File: config.mk
export PLATFORM = sky130hd
export DESIGN_NAME = acc_core
export DESIGN_NICKNAME = d
export VERILOG_FILES = /design/src/rtl/acc_pkg.sv /design/src/rtl/acc_decode.sv /design/src/rtl/acc_alu.sv /design/src/rtl/acc_core.sv
export SDC_FILE = /design/constraint.sdc
export NUM_CORES = 1
export LEC_CHECK = 0
export BUFFER_PORTS_ARGS = -buffer_cell sky130_fd_sc_hd__buf_2
export CAP_MARGIN = 10
export CORE_ASPECT_RATIO = 1.1
export CORE_MARGIN = 2
export CORE_UTILIZATION = 40
export DETAILED_ROUTE_END_ITERATION = 16
export PLACE_DENSITY = 0.67
export SLEW_MARGIN = 10
export SYNTH_ARGS = -nofsm -noshare
export SYNTH_HDL_FRONTEND = slang
export SYNTH_SLANG_ARGS = --single-unit
File: constraint.sdc
create_clock -name clk -period 5.7 [get_ports clk]
set_input_delay 0 -clock clk [delete_from_list [all_inputs] [get_ports clk]]
set_output_delay 0 -clock clk [all_outputs]
set_load 0.01 [all_outputs]
File: src/rtl/acc_pkg.sv
package acc_pkg;

  localparam int OPC_W = 8;

  localparam logic [OPC_W-1:0] OP_LDI  = 8'h01;
  localparam logic [OPC_W-1:0] OP_LDD  = 8'h02;
  localparam logic [OPC_W-1:0] OP_LDX  = 8'h03;
  localparam logic [OPC_W-1:0] OP_IXI  = 8'h04;
  localparam logic [OPC_W-1:0] OP_CPX  = 8'h05;
  localparam logic [OPC_W-1:0] OP_STO  = 8'h06;
  localparam logic [OPC_W-1:0] OP_ADM  = 8'h07;
  localparam logic [OPC_W-1:0] OP_ADI  = 8'h08;
  localparam logic [OPC_W-1:0] OP_SBI  = 8'h09;
  localparam logic [OPC_W-1:0] OP_INA  = 8'h0A;
  localparam logic [OPC_W-1:0] OP_INX  = 8'h0B;
  localparam logic [OPC_W-1:0] OP_JMP  = 8'h0C;
  localparam logic [OPC_W-1:0] OP_CPI  = 8'h0D;
  localparam logic [OPC_W-1:0] OP_CPN  = 8'h0E;
  localparam logic [OPC_W-1:0] OP_JEQ  = 8'h0F;
  localparam logic [OPC_W-1:0] OP_JNE  = 8'h10;
  localparam logic [OPC_W-1:0] OP_ANI  = 8'h11;
  localparam logic [OPC_W-1:0] OP_ANM  = 8'h12;
  localparam logic [OPC_W-1:0] OP_ORI  = 8'h13;
  localparam logic [OPC_W-1:0] OP_ORM  = 8'h14;
  localparam logic [OPC_W-1:0] OP_XRI  = 8'h15;
  localparam logic [OPC_W-1:0] OP_XRM  = 8'h16;
  localparam logic [OPC_W-1:0] OP_SHL  = 8'h17;
  localparam logic [OPC_W-1:0] OP_SHR  = 8'h18;
  localparam logic [OPC_W-1:0] OP_PUT  = 8'h19;
  localparam logic [OPC_W-1:0] OP_STOP = 8'h1A;

  typedef enum logic [1:0] {AM_NONE, AM_DIRECT, AM_INDEXED, AM_INDIRECT} amode_t;

  typedef enum logic [3:0] {
    ALU_PASS, ALU_ADD, ALU_SUB, ALU_AND, ALU_OR, ALU_XOR, ALU_SHL, ALU_SHR, ALU_INC
  } alu_op_t;

  typedef enum logic [1:0] {IX_KEEP, IX_IMM, IX_ACC, IX_INC} ix_op_t;

  typedef enum logic [1:0] {BR_NEVER, BR_ALWAYS, BR_EQ, BR_NE} br_t;

  typedef struct packed {
    logic    legal;
    amode_t  amode;
    alu_op_t alu;
    logic    acc_wr;
    ix_op_t  ix_op;
    logic    store;
    logic    cmp;
    br_t     br;
    logic    put;
    logic    stop;
  } ctrl_t;

  typedef enum logic [2:0] {
    ST_FETCH, ST_FWAIT, ST_DECODE, ST_PWAIT, ST_PTR, ST_DWAIT, ST_EXEC, ST_HALT
  } state_t;

endpackage

File: src/rtl/acc_decode.sv
module acc_decode
  import acc_pkg::*;
(
  input  logic [OPC_W-1:0] opc,
  output ctrl_t            ctl
);

  always_comb begin
    ctl       = '0;
    ctl.legal = 1'b1;
    unique case (opc)
      OP_LDI:  begin ctl.alu = ALU_PASS; ctl.acc_wr = 1'b1; end
      OP_LDD:  begin ctl.amode = AM_DIRECT;  ctl.alu = ALU_PASS; ctl.acc_wr = 1'b1; end
      OP_LDX:  begin ctl.amode = AM_INDEXED; ctl.alu = ALU_PASS; ctl.acc_wr = 1'b1; end
      OP_IXI:  ctl.ix_op = IX_IMM;
      OP_CPX:  ctl.ix_op = IX_ACC;
      OP_STO:  ctl.store = 1'b1;
      OP_ADM:  begin ctl.amode = AM_DIRECT; ctl.alu = ALU_ADD; ctl.acc_wr = 1'b1; end
      OP_ADI:  begin ctl.alu = ALU_ADD; ctl.acc_wr = 1'b1; end
      OP_SBI:  begin ctl.alu = ALU_SUB; ctl.acc_wr = 1'b1; end
      OP_INA:  begin ctl.alu = ALU_INC; ctl.acc_wr = 1'b1; end
      OP_INX:  ctl.ix_op = IX_INC;
      OP_JMP:  ctl.br = BR_ALWAYS;
      OP_CPI:  ctl.cmp = 1'b1;
      OP_CPN:  begin ctl.amode = AM_INDIRECT; ctl.cmp = 1'b1; end
      OP_JEQ:  ctl.br = BR_EQ;
      OP_JNE:  ctl.br = BR_NE;
      OP_ANI:  begin ctl.alu = ALU_AND; ctl.acc_wr = 1'b1; end
      OP_ANM:  begin ctl.amode = AM_DIRECT; ctl.alu = ALU_AND; ctl.acc_wr = 1'b1; end
      OP_ORI:  begin ctl.alu = ALU_OR; ctl.acc_wr = 1'b1; end
      OP_ORM:  begin ctl.amode = AM_DIRECT; ctl.alu = ALU_OR; ctl.acc_wr = 1'b1; end
      OP_XRI:  begin ctl.alu = ALU_XOR; ctl.acc_wr = 1'b1; end
      OP_XRM:  begin ctl.amode = AM_DIRECT; ctl.alu = ALU_XOR; ctl.acc_wr = 1'b1; end
      OP_SHL:  begin ctl.alu = ALU_SHL; ctl.acc_wr = 1'b1; end
      OP_SHR:  begin ctl.alu = ALU_SHR; ctl.acc_wr = 1'b1; end
      OP_PUT:  ctl.put = 1'b1;
      OP_STOP: ctl.stop = 1'b1;
      default: ctl.legal = 1'b0;
    endcase
  end

endmodule

File: src/rtl/acc_alu.sv
module acc_alu
  import acc_pkg::*;
#(
  parameter int W = 8
) (
  input  alu_op_t      op,
  input  logic [W-1:0] a,
  input  logic [W-1:0] b,
  output logic [W-1:0] y
);

  localparam int SH_W = $clog2(W);

  logic             big_shift;
  logic [SH_W-1:0]  sh_amt;

  // counts of W or more clear the result
  assign big_shift = |b[W-1:SH_W];
  assign sh_amt    = b[SH_W-1:0];

  always_comb begin
    unique case (op)
      ALU_ADD: y = a + b;
      ALU_SUB: y = a - b;
      ALU_AND: y = a & b;
      ALU_OR:  y = a | b;
      ALU_XOR: y = a ^ b;
      ALU_SHL: y = big_shift ? '0 : (a << sh_amt);
      ALU_SHR: y = big_shift ? '0 : (a >> sh_amt);
      ALU_INC: y = a + W'(1);
      default: y = b;
    endcase
  end

endmodule

File: src/rtl/acc_core.sv
module acc_core
  import acc_pkg::*;
#(
  parameter int DATA_W = 8
) (
  input  logic                    clk,
  input  logic                    rst,
  output logic [DATA_W-1:0]       mem_addr,
  output logic                    mem_we,
  output logic [OPC_W+DATA_W-1:0] mem_wdata,
  input  logic [OPC_W+DATA_W-1:0] mem_rdata,
  output logic                    out_valid,
  output logic [DATA_W-1:0]       out_char,
  output logic                    halted,
  output logic                    error
);

  localparam int IW = OPC_W + DATA_W;

  state_t             state;
  logic [DATA_W-1:0]  pc, acc, ix;
  logic [IW-1:0]      ir;
  logic               eq_flag;

  logic [OPC_W-1:0]   dec_opc;
  ctrl_t              ctl;
  logic [DATA_W-1:0]  ir_opnd, rd_opnd, rd_data, bval, alu_y;
  logic               br_taken;

  // one decoder: raw word while decoding, held word afterwards
  assign dec_opc = (state == ST_DECODE) ? mem_rdata[IW-1:DATA_W] : ir[IW-1:DATA_W];
  assign ir_opnd = ir[DATA_W-1:0];
  assign rd_opnd = mem_rdata[DATA_W-1:0];
  assign rd_data = mem_rdata[DATA_W-1:0];
  assign bval    = (ctl.amode == AM_NONE) ? ir_opnd : rd_data;

  acc_decode u_dec (
    .opc (dec_opc),
    .ctl (ctl)
  );

  acc_alu #(.W(DATA_W)) u_alu (
    .op (ctl.alu),
    .a  (acc),
    .b  (bval),
    .y  (alu_y)
  );

  always_comb begin
    unique case (ctl.br)
      BR_ALWAYS: br_taken = 1'b1;
      BR_EQ:     br_taken = eq_flag;
      BR_NE:     br_taken = ~eq_flag;
      default:   br_taken = 1'b0;
    endcase
  end

  always_ff @(posedge clk) begin
    if (rst) begin
      state     <= ST_FETCH;
      pc        <= '0;
      acc       <= '0;
      ix        <= '0;
      ir        <= '0;
      eq_flag   <= 1'b0;
      mem_addr  <= '0;
      mem_we    <= 1'b0;
      mem_wdata <= '0;
      out_valid <= 1'b0;
      out_char  <= '0;
      halted    <= 1'b0;
      error     <= 1'b0;
    end else begin
      mem_we    <= 1'b0;
      out_valid <= 1'b0;
      unique case (state)
        ST_FETCH: begin
          mem_addr <= pc;
          state    <= ST_FWAIT;
        end
        ST_FWAIT: state <= ST_DECODE;
        ST_DECODE: begin
          ir <= mem_rdata;
          pc <= pc + DATA_W'(1);
          if (!ctl.legal) begin
            halted <= 1'b1;
            error  <= 1'b1;
            state  <= ST_HALT;
          end else begin
            unique case (ctl.amode)
              AM_DIRECT: begin
                mem_addr <= rd_opnd;
                state    <= ST_DWAIT;
              end
              AM_INDEXED: begin
                mem_addr <= rd_opnd + ix;
                state    <= ST_DWAIT;
              end
              AM_INDIRECT: begin
                mem_addr <= rd_opnd;
                state    <= ST_PWAIT;
              end
              default: state <= ST_EXEC;
            endcase
          end
        end
        ST_PWAIT: state <= ST_PTR;
        ST_PTR: begin
          mem_addr <= rd_data;
          state    <= ST_DWAIT;
        end
        ST_DWAIT: state <= ST_EXEC;
        ST_EXEC: begin
          state <= ST_FETCH;
          if (ctl.acc_wr) acc <= alu_y;
          unique case (ctl.ix_op)
            IX_IMM:  ix <= ir_opnd;
            IX_ACC:  ix <= acc;
            IX_INC:  ix <= ix + DATA_W'(1);
            default: ix <= ix;
          endcase
          if (ctl.cmp) eq_flag <= (acc == bval);
          if (ctl.store) begin
            mem_addr  <= ir_opnd;
            mem_wdata <= {{OPC_W{1'b0}}, acc};
            mem_we    <= 1'b1;
          end
          if (ctl.put) begin
            out_valid <= 1'b1;
            out_char  <= acc;
          end
          if (br_taken) pc <= ir_opnd;
          if (ctl.stop) begin
            halted <= 1'b1;
            state  <= ST_HALT;
          end
        end
        default: state <= ST_HALT;
      endcase
    end
  end

endmodule

### Word level (Yosys, flattened, before mapping)

Cells that the tools add are included.

| operators by class | value |
|---|---|
| $add $sub $neg | 6 |
| multiply operators | 0 |
| div/mod/pow operators | 0 |
| magnitude comparators | 0 |
| equal/unequal tests | 56 |
| shift operators | 2 |
| mux-type cells | 31 |
| bitwise gates (word level) | 6 |
| reduce and logical (&&, ||, !) cells | 26 |

Operators with widths:

| kind | number |
|---|---|
| == test 8 x 5 -> 1 bit (second input constant) | 11 |
| == test 8 x 4 -> 1 bit (second input constant) | 8 |
| case mux 8 bit (8 select lines) | 1 |
| two-way mux 8 bit | 7 |
| case mux 5 bit (9 select lines) | 1 |
| == test 8 x 3 -> 1 bit (second input constant) | 4 |
| case mux 8 bit (2 select lines) | 2 |
| case mux 8 bit (4 select lines) | 1 |
| OR reduction 26 bit | 1 |
| adder 8 x 1 -> 8 bit (second input constant) | 3 |
| case mux 8 bit (3 select lines) | 1 |
| case mux 3 bit (7 select lines) | 1 |
| case mux 2 bit (3 select lines) | 3 |
| adder 8 bit | 2 |
| == test 4 x 3 -> 1 bit (second input constant) | 4 |
| == test 8 x 2 -> 1 bit (second input constant) | 2 |
| OR reduction 2 bit | 8 |
| AND reduction 2 bit | 7 |
| == test 2 bit (second input constant) | 6 |
| != test 2 bit (second input constant) | 5 |
| OR reduction 5 bit | 2 |
| == test 3 bit (second input constant) | 3 |
| two-way mux 1 bit | 9 |
| AND 8 bit | 1 |
| other kinds (27) | 34 |

| storage, ports and cells | value |
|---|---|
| register bits after elaboration | 72 |
| bits in latches | 0 |
| RAM bits | 0 |
| bits in read-only memories | 0 |
| output and inout port bits | 36 |
| word-level logic and storage cells | 140 |
| memories kept | 0 |

### Logic depth before layout (Yosys ltp)

| depth | value |
|---|---|
| depth in word-level cells | 10 |
| mapped depth | 23 |

### By module

Synthesis repeated with hierarchy kept, for this count alone.

| second synthesis, totals | value |
|---|---|
| cells, all modules | 808 |
| area total of the unflattened synthesis | 6,060.8 sq um |

Modules (own cells, without submodules):

| module | times used | cells each | area each (sq um) |
|---|---|---|---|
| acc_core | 1 | 522 | 4,000.1 |
| acc_alu | 1 | 222 | 1,641.6 |
| acc_decode | 1 | 64 | 419.2 |

### Worst setup path after synthesis

No wires, ideal clock.

| path | value |
|---|---|
| path kind | register to register |
| start point | register state[1] |
| end point | register acc[6] |
| library setup time | 0.074 ns |
| data arrival time | 5.007 ns |
| required time | 5.626 ns |
| setup slack | 0.618 ns |
| stages on the path, launching flop included | 24 |
| path buffers | 5 |
| period minus slack after synthesis | 5.082 ns |
| cells stage by stage | dfxtp_1 > or3b_1 > buf_4 > mux2i_1 > a311o_1 > a22oi_1 > nand2b_1 > buf_4 > inv_1 > ha_1 > buf_1 > mux2i_1 > clkbuf_1 > inv_1 > clkbuf_1 > ha_1 > and2_1 > a221oi_1 > o31ai_1 > a31oi_1 > o31ai_1 > xnor2_1 > or3_1 > a31oi_1 |

| on the way | value |
|---|---|
| word-level cells in the longest chain between the ends | 10 |

RTL lines:

| item | RTL line | RTL |
|---|---|---|
| start, declared | acc_core.sv:20 | `state_t state;` |
| start signal, assigned | acc_core.sv:60 | `state <= ST_FETCH;` |
| start signal, assigned | acc_core.sv:79 | `state <= ST_FWAIT;` |
| start signal, assigned | acc_core.sv:81 | `ST_FWAIT: state <= ST_DECODE;` |
| branches (longest 10 deep; another with subtractor 8 bit) | n/a |  |
| end signal, assigned | acc_core.sv:115 | `if (ctl.acc_wr) acc <= alu_y;` |
| end, declared | acc_core.sv:21 | `logic [DATA_W-1:0] pc, acc, ix;` |

Several ways; the timed one is not identified.
A chain may end at the register's enable or synchronous reset.

### Final worst setup path

| path | value |
|---|---|
| start point | register state[0] |
| end point | register acc[6] |

Same word-level chain as after synthesis.

==> results by group <==
Run status
  • Status: complete, no violations

Clock network
  • TritonCTS buffer count: 9
  • CTS clock-pin slew for the worst setup and hold paths: about 0.06 ns
  • H-tree Lvls: 3
  • Clock Path Buffers: 2
  • Clk sinks: 72
  • Clock Tree Root: clkbuf_16
  • Resize count post-CTS: 0
  • Clock Latency Late Sink: roughly 0.34 ns
  • CTS tree: built

GRT
  • M2 GR Usage: between 30% and 40%
  • Number of global-route vias before repair: 5620
  • Initial antenna violation count: 0
  • Congestion Overflow GR: 0
  • GRT busiest layer: met2
  • Largest net degree at the start of global routing: 73
  • Met1 Track Usage GR: between 30 and 40%
  • Met3 Usage GRT: 2.768%
  • First-pass GRT wire length: just over 30 mm
  • Total track usage: a little under a quarter

Finish
  • Fin nets: 901
  • Inserted Diodes: 0
  • Share of layout cells above drive strength 1: 14.39%
  • Filler cell count: ~1600
  • Multi-input logic area: between 4000 and 5000 sq um
  • Register area: 1441 sq um
  • Design area: ~7100 sq um
  • Syn-to-layout area delta: 12.18%
  • Final core utilization: around 46%

STA
  • Final setup TNS: 0 ns
  • Worst slew margin: roughly 34%
  • RSZ-0062 raised after global routing: no
  • Setup Skew: 0.009838 ns
  • Worst slew pin tran: between 0.9 and 1 ns
  • Setup WS post-layout: between 0.4 and 0.5 ns
  • Period minus WS final: about 5.3 ns
  • Crit share post-route: 92.28%
  • Fmax: 190.1 MHz
  • Final Hold Viols: 0
  • Final setup violation count: 0
  • Max-slew violation count: 0

Floorplanning
  • Die Width: around 120 um
  • Starting Density: ~41%
  • Vert. Die Dim: 136.1 um
  • Die outline area: about 17000 sq um
  • Rows: 48
  • Num ports: 54
  • Core box area: about 16000 sq um

Power and ir drop
  • P_leak: roughly 2.8 nW
  • Peak supply drop: about 190 uV
  • PD cells: around 380 nW/um^2
  • Clock power share: between 20% and 30%
  • Sequential power share: between 20% and 30%
  • Internal power: between 1.5 and 2 mW
  • Net Sw Power: ~1.2 mW
  • Combinational power share: a little over 50%
  • Sw Share: 43.85%
  • Design Power: 2.715 mW

Logic synthesis
  • Synth cell count leaders: nor2_1, nand2_1, a21oi_1, dfxtp_1, ha_1
  • Synthesis-stage register bit count: 72
  • Most used DFF post-synth: dfxtp_1
  • Seq/Total Area, Yosys: between 20% and 30%
  • Area fraction of the dominant cell type after synthesis: between 20% and 30%
  • Synth area leaders: dfxtp_1, ha_1, nor2_1, a21oi_1, nand2_1
  • Synth area leader: dfxtp_1
  • Unique masters post-synth: 83
  • Syn Area/Cell: 7.768 sq um
  • Async SR Flop Fraction: 0%
  • Mapped Area: 6346 sq um
  • Warnings, synthesis: 0
  • Count leader, synth: nor2_1
  • Syn Inst Count: between 800 and 900
  • Post-synth EDFFs: 0

Detailed routing
  • WL/cell: around 18 um
  • DRC viols: 0
  • DRT antenna net count: 0
  • Drt first pass iters: 6
  • Via count: approximately 6300
  • WL final: approximately 19 mm
  • Iteration-0 DRC Markers: ~750
  • Vias per cell: 6.058

Worst setup path
  • WS Path Type: flip-flop to flip-flop
  • Crit path capture type: flip-flop
  • Reg-to-reg endpoint: acc[6]$_SDFFE_PP0P_
  • CP Data Required Time: around 6.0 ns
  • Startpoint Class: flip-flop
  • Reg2reg setup slack: roughly 0.44 ns
  • CP Max Fanout: 15
  • R2R depth: 22
  • Worst Setup SP: state[0]$_SDFF_PP0_
  • Worst r2r src: state[0]$_SDFF_PP0_
  • Worst Path Arrival: 5.53 ns

Placed design
  • RePlAce Congestion: 0.9275
  • DP Wirelength: about 14 mm
  • Pre-CTS setup slack: around 0.54 ns
  • PortBufs: 45
  • Placed inst area: around 6700 sq um

Min path
  • Hold Crit Class: input port to flip-flop
  • WHS Path Cells: 3
  • Hold path startpoint: mem_rdata[5]
  • Worst Hold End: ir[5]$_SDFFE_PP0P_

Flow run
  • Max-cap viol count: 0
[per-stage QoR]
| step | std cells | hold WS, ns |
|---|---|---|
| CTS | 1048 | 0.001527 |
| finish | 1048 | 0.007889 |
| floorplan | 824 | 0.1360 |
| detailed placement | 1023 | 0.2737 |
| global placement | 1023 | 0.2723 |
| global route | 1048 | 0.01384 |
[power groups by stage]
stage               Sequential, mW  Combinational (mW)  Clock [mW]
finish                       0.642                1.41       0.666
global route                 0.651                1.54       0.693
CTS                          0.640                1.39       0.674
detailed placement           0.651                1.37           0
global placement             0.650                1.36           0
floorplan                    0.625                1.09           0
[worst max-delay path, stage by stage, from the launching register on]
cell and delay [ns]:
dfxtp_1 0.61, or3b_1 0.34, buf_4 0.28, mux2_2 0.42, nand3_1 0.12, a21boi_2 0.09, nand2b_1 0.16, buf_4 0.18
inv_1 0.08, ha_1 0.32, mux2_2 0.50, inv_1 0.11, nand2b_1 0.07, ha_1 0.22, fa_1 0.40, a21o_1 0.20
a21oi_1 0.22, o21bai_1 0.09, a21oi_1 0.17, xnor2_1 0.13, nand2_1 0.07, a41o_1 0.25, a31oi_1 0.14
[final cells by class]
| cell class | instances | share of cell area (%) |
|---|---|---|
| timing repair buffer | 73 | 6.467 |
| inverter | 34 | 1.793 |
| tap | 200 | 3.515 |
| clock buffer | 10 | 3.216 |
| multi-input combinational | 654 | 63.27 |
| clock inverter | 5 | 1.494 |
| sequential | 72 | 20.25 |
[per-layer routing]
layer / vias to the layer above / routed length, um
li1: 3047 / -
met1: 3035 / 8578
met2: 247 / 8985
met3: 20 / 1292
met4: 0 / 241
met5: - / 0
[placed cells by master, fill, tap and decap left out, types with 17 or more instances in the layout]
cell and n:
inv_1 32, mux2i_1 27, xnor2_1 20, a21oi_1 72, nand2_1 78, o21ai_0 21, nor2_1 101, ha_1 37
buf_4 18, nand2b_1 17, nand3_1 21, a211oi_1 17, nor3_1 22, dfxtp_1 72, buf_2 45
[sequential cells by signal, indices dropped and copies added (netlist names)]
signal,count
acc,8
eq_flag,1
error,1
halted,1
ir,16
ix,8
mem_addr,8
mem_wdata,8
mem_we,1
out_char,8
out_valid,1
pc,8
state,3
[logic make-up after synthesis]
family	synth area share, %
AND/OR/NAND/NOR	22.65
buffers and inverters	6.881
AO/OA/AOI/OAI	25.14
multiplexers	10.90
other	0.05909
flip-flops	22.71
XOR/XNOR	3.726
adder cells (fa/ha/maj)	7.926
[repair_timing]
item,4_1_cts,5_1_grt
hold buffers,10,0
setup buffers,0,0
hold endpoints to repair,10,0
endpoints found under the setup margin,0,0
[worst max path at each step]
stage                           to  slack (ns)  cells past startpoint
6_report       acc[6]$_SDFFE_PP0P_        0.44                     22
2_1_floorplan  acc[6]$_SDFFE_PP0P_        0.62                     23
5_1_grt        acc[6]$_SDFFE_PP0P_        0.06                     21
3_3_place_gp   acc[6]$_SDFFE_PP0P_        0.63                     22
4_1_cts        acc[6]$_SDFFE_PP0P_        0.47                     22
3_5_place_dp   acc[6]$_SDFFE_PP0P_        0.54                     22
Power figures use the tool's default switching activity.
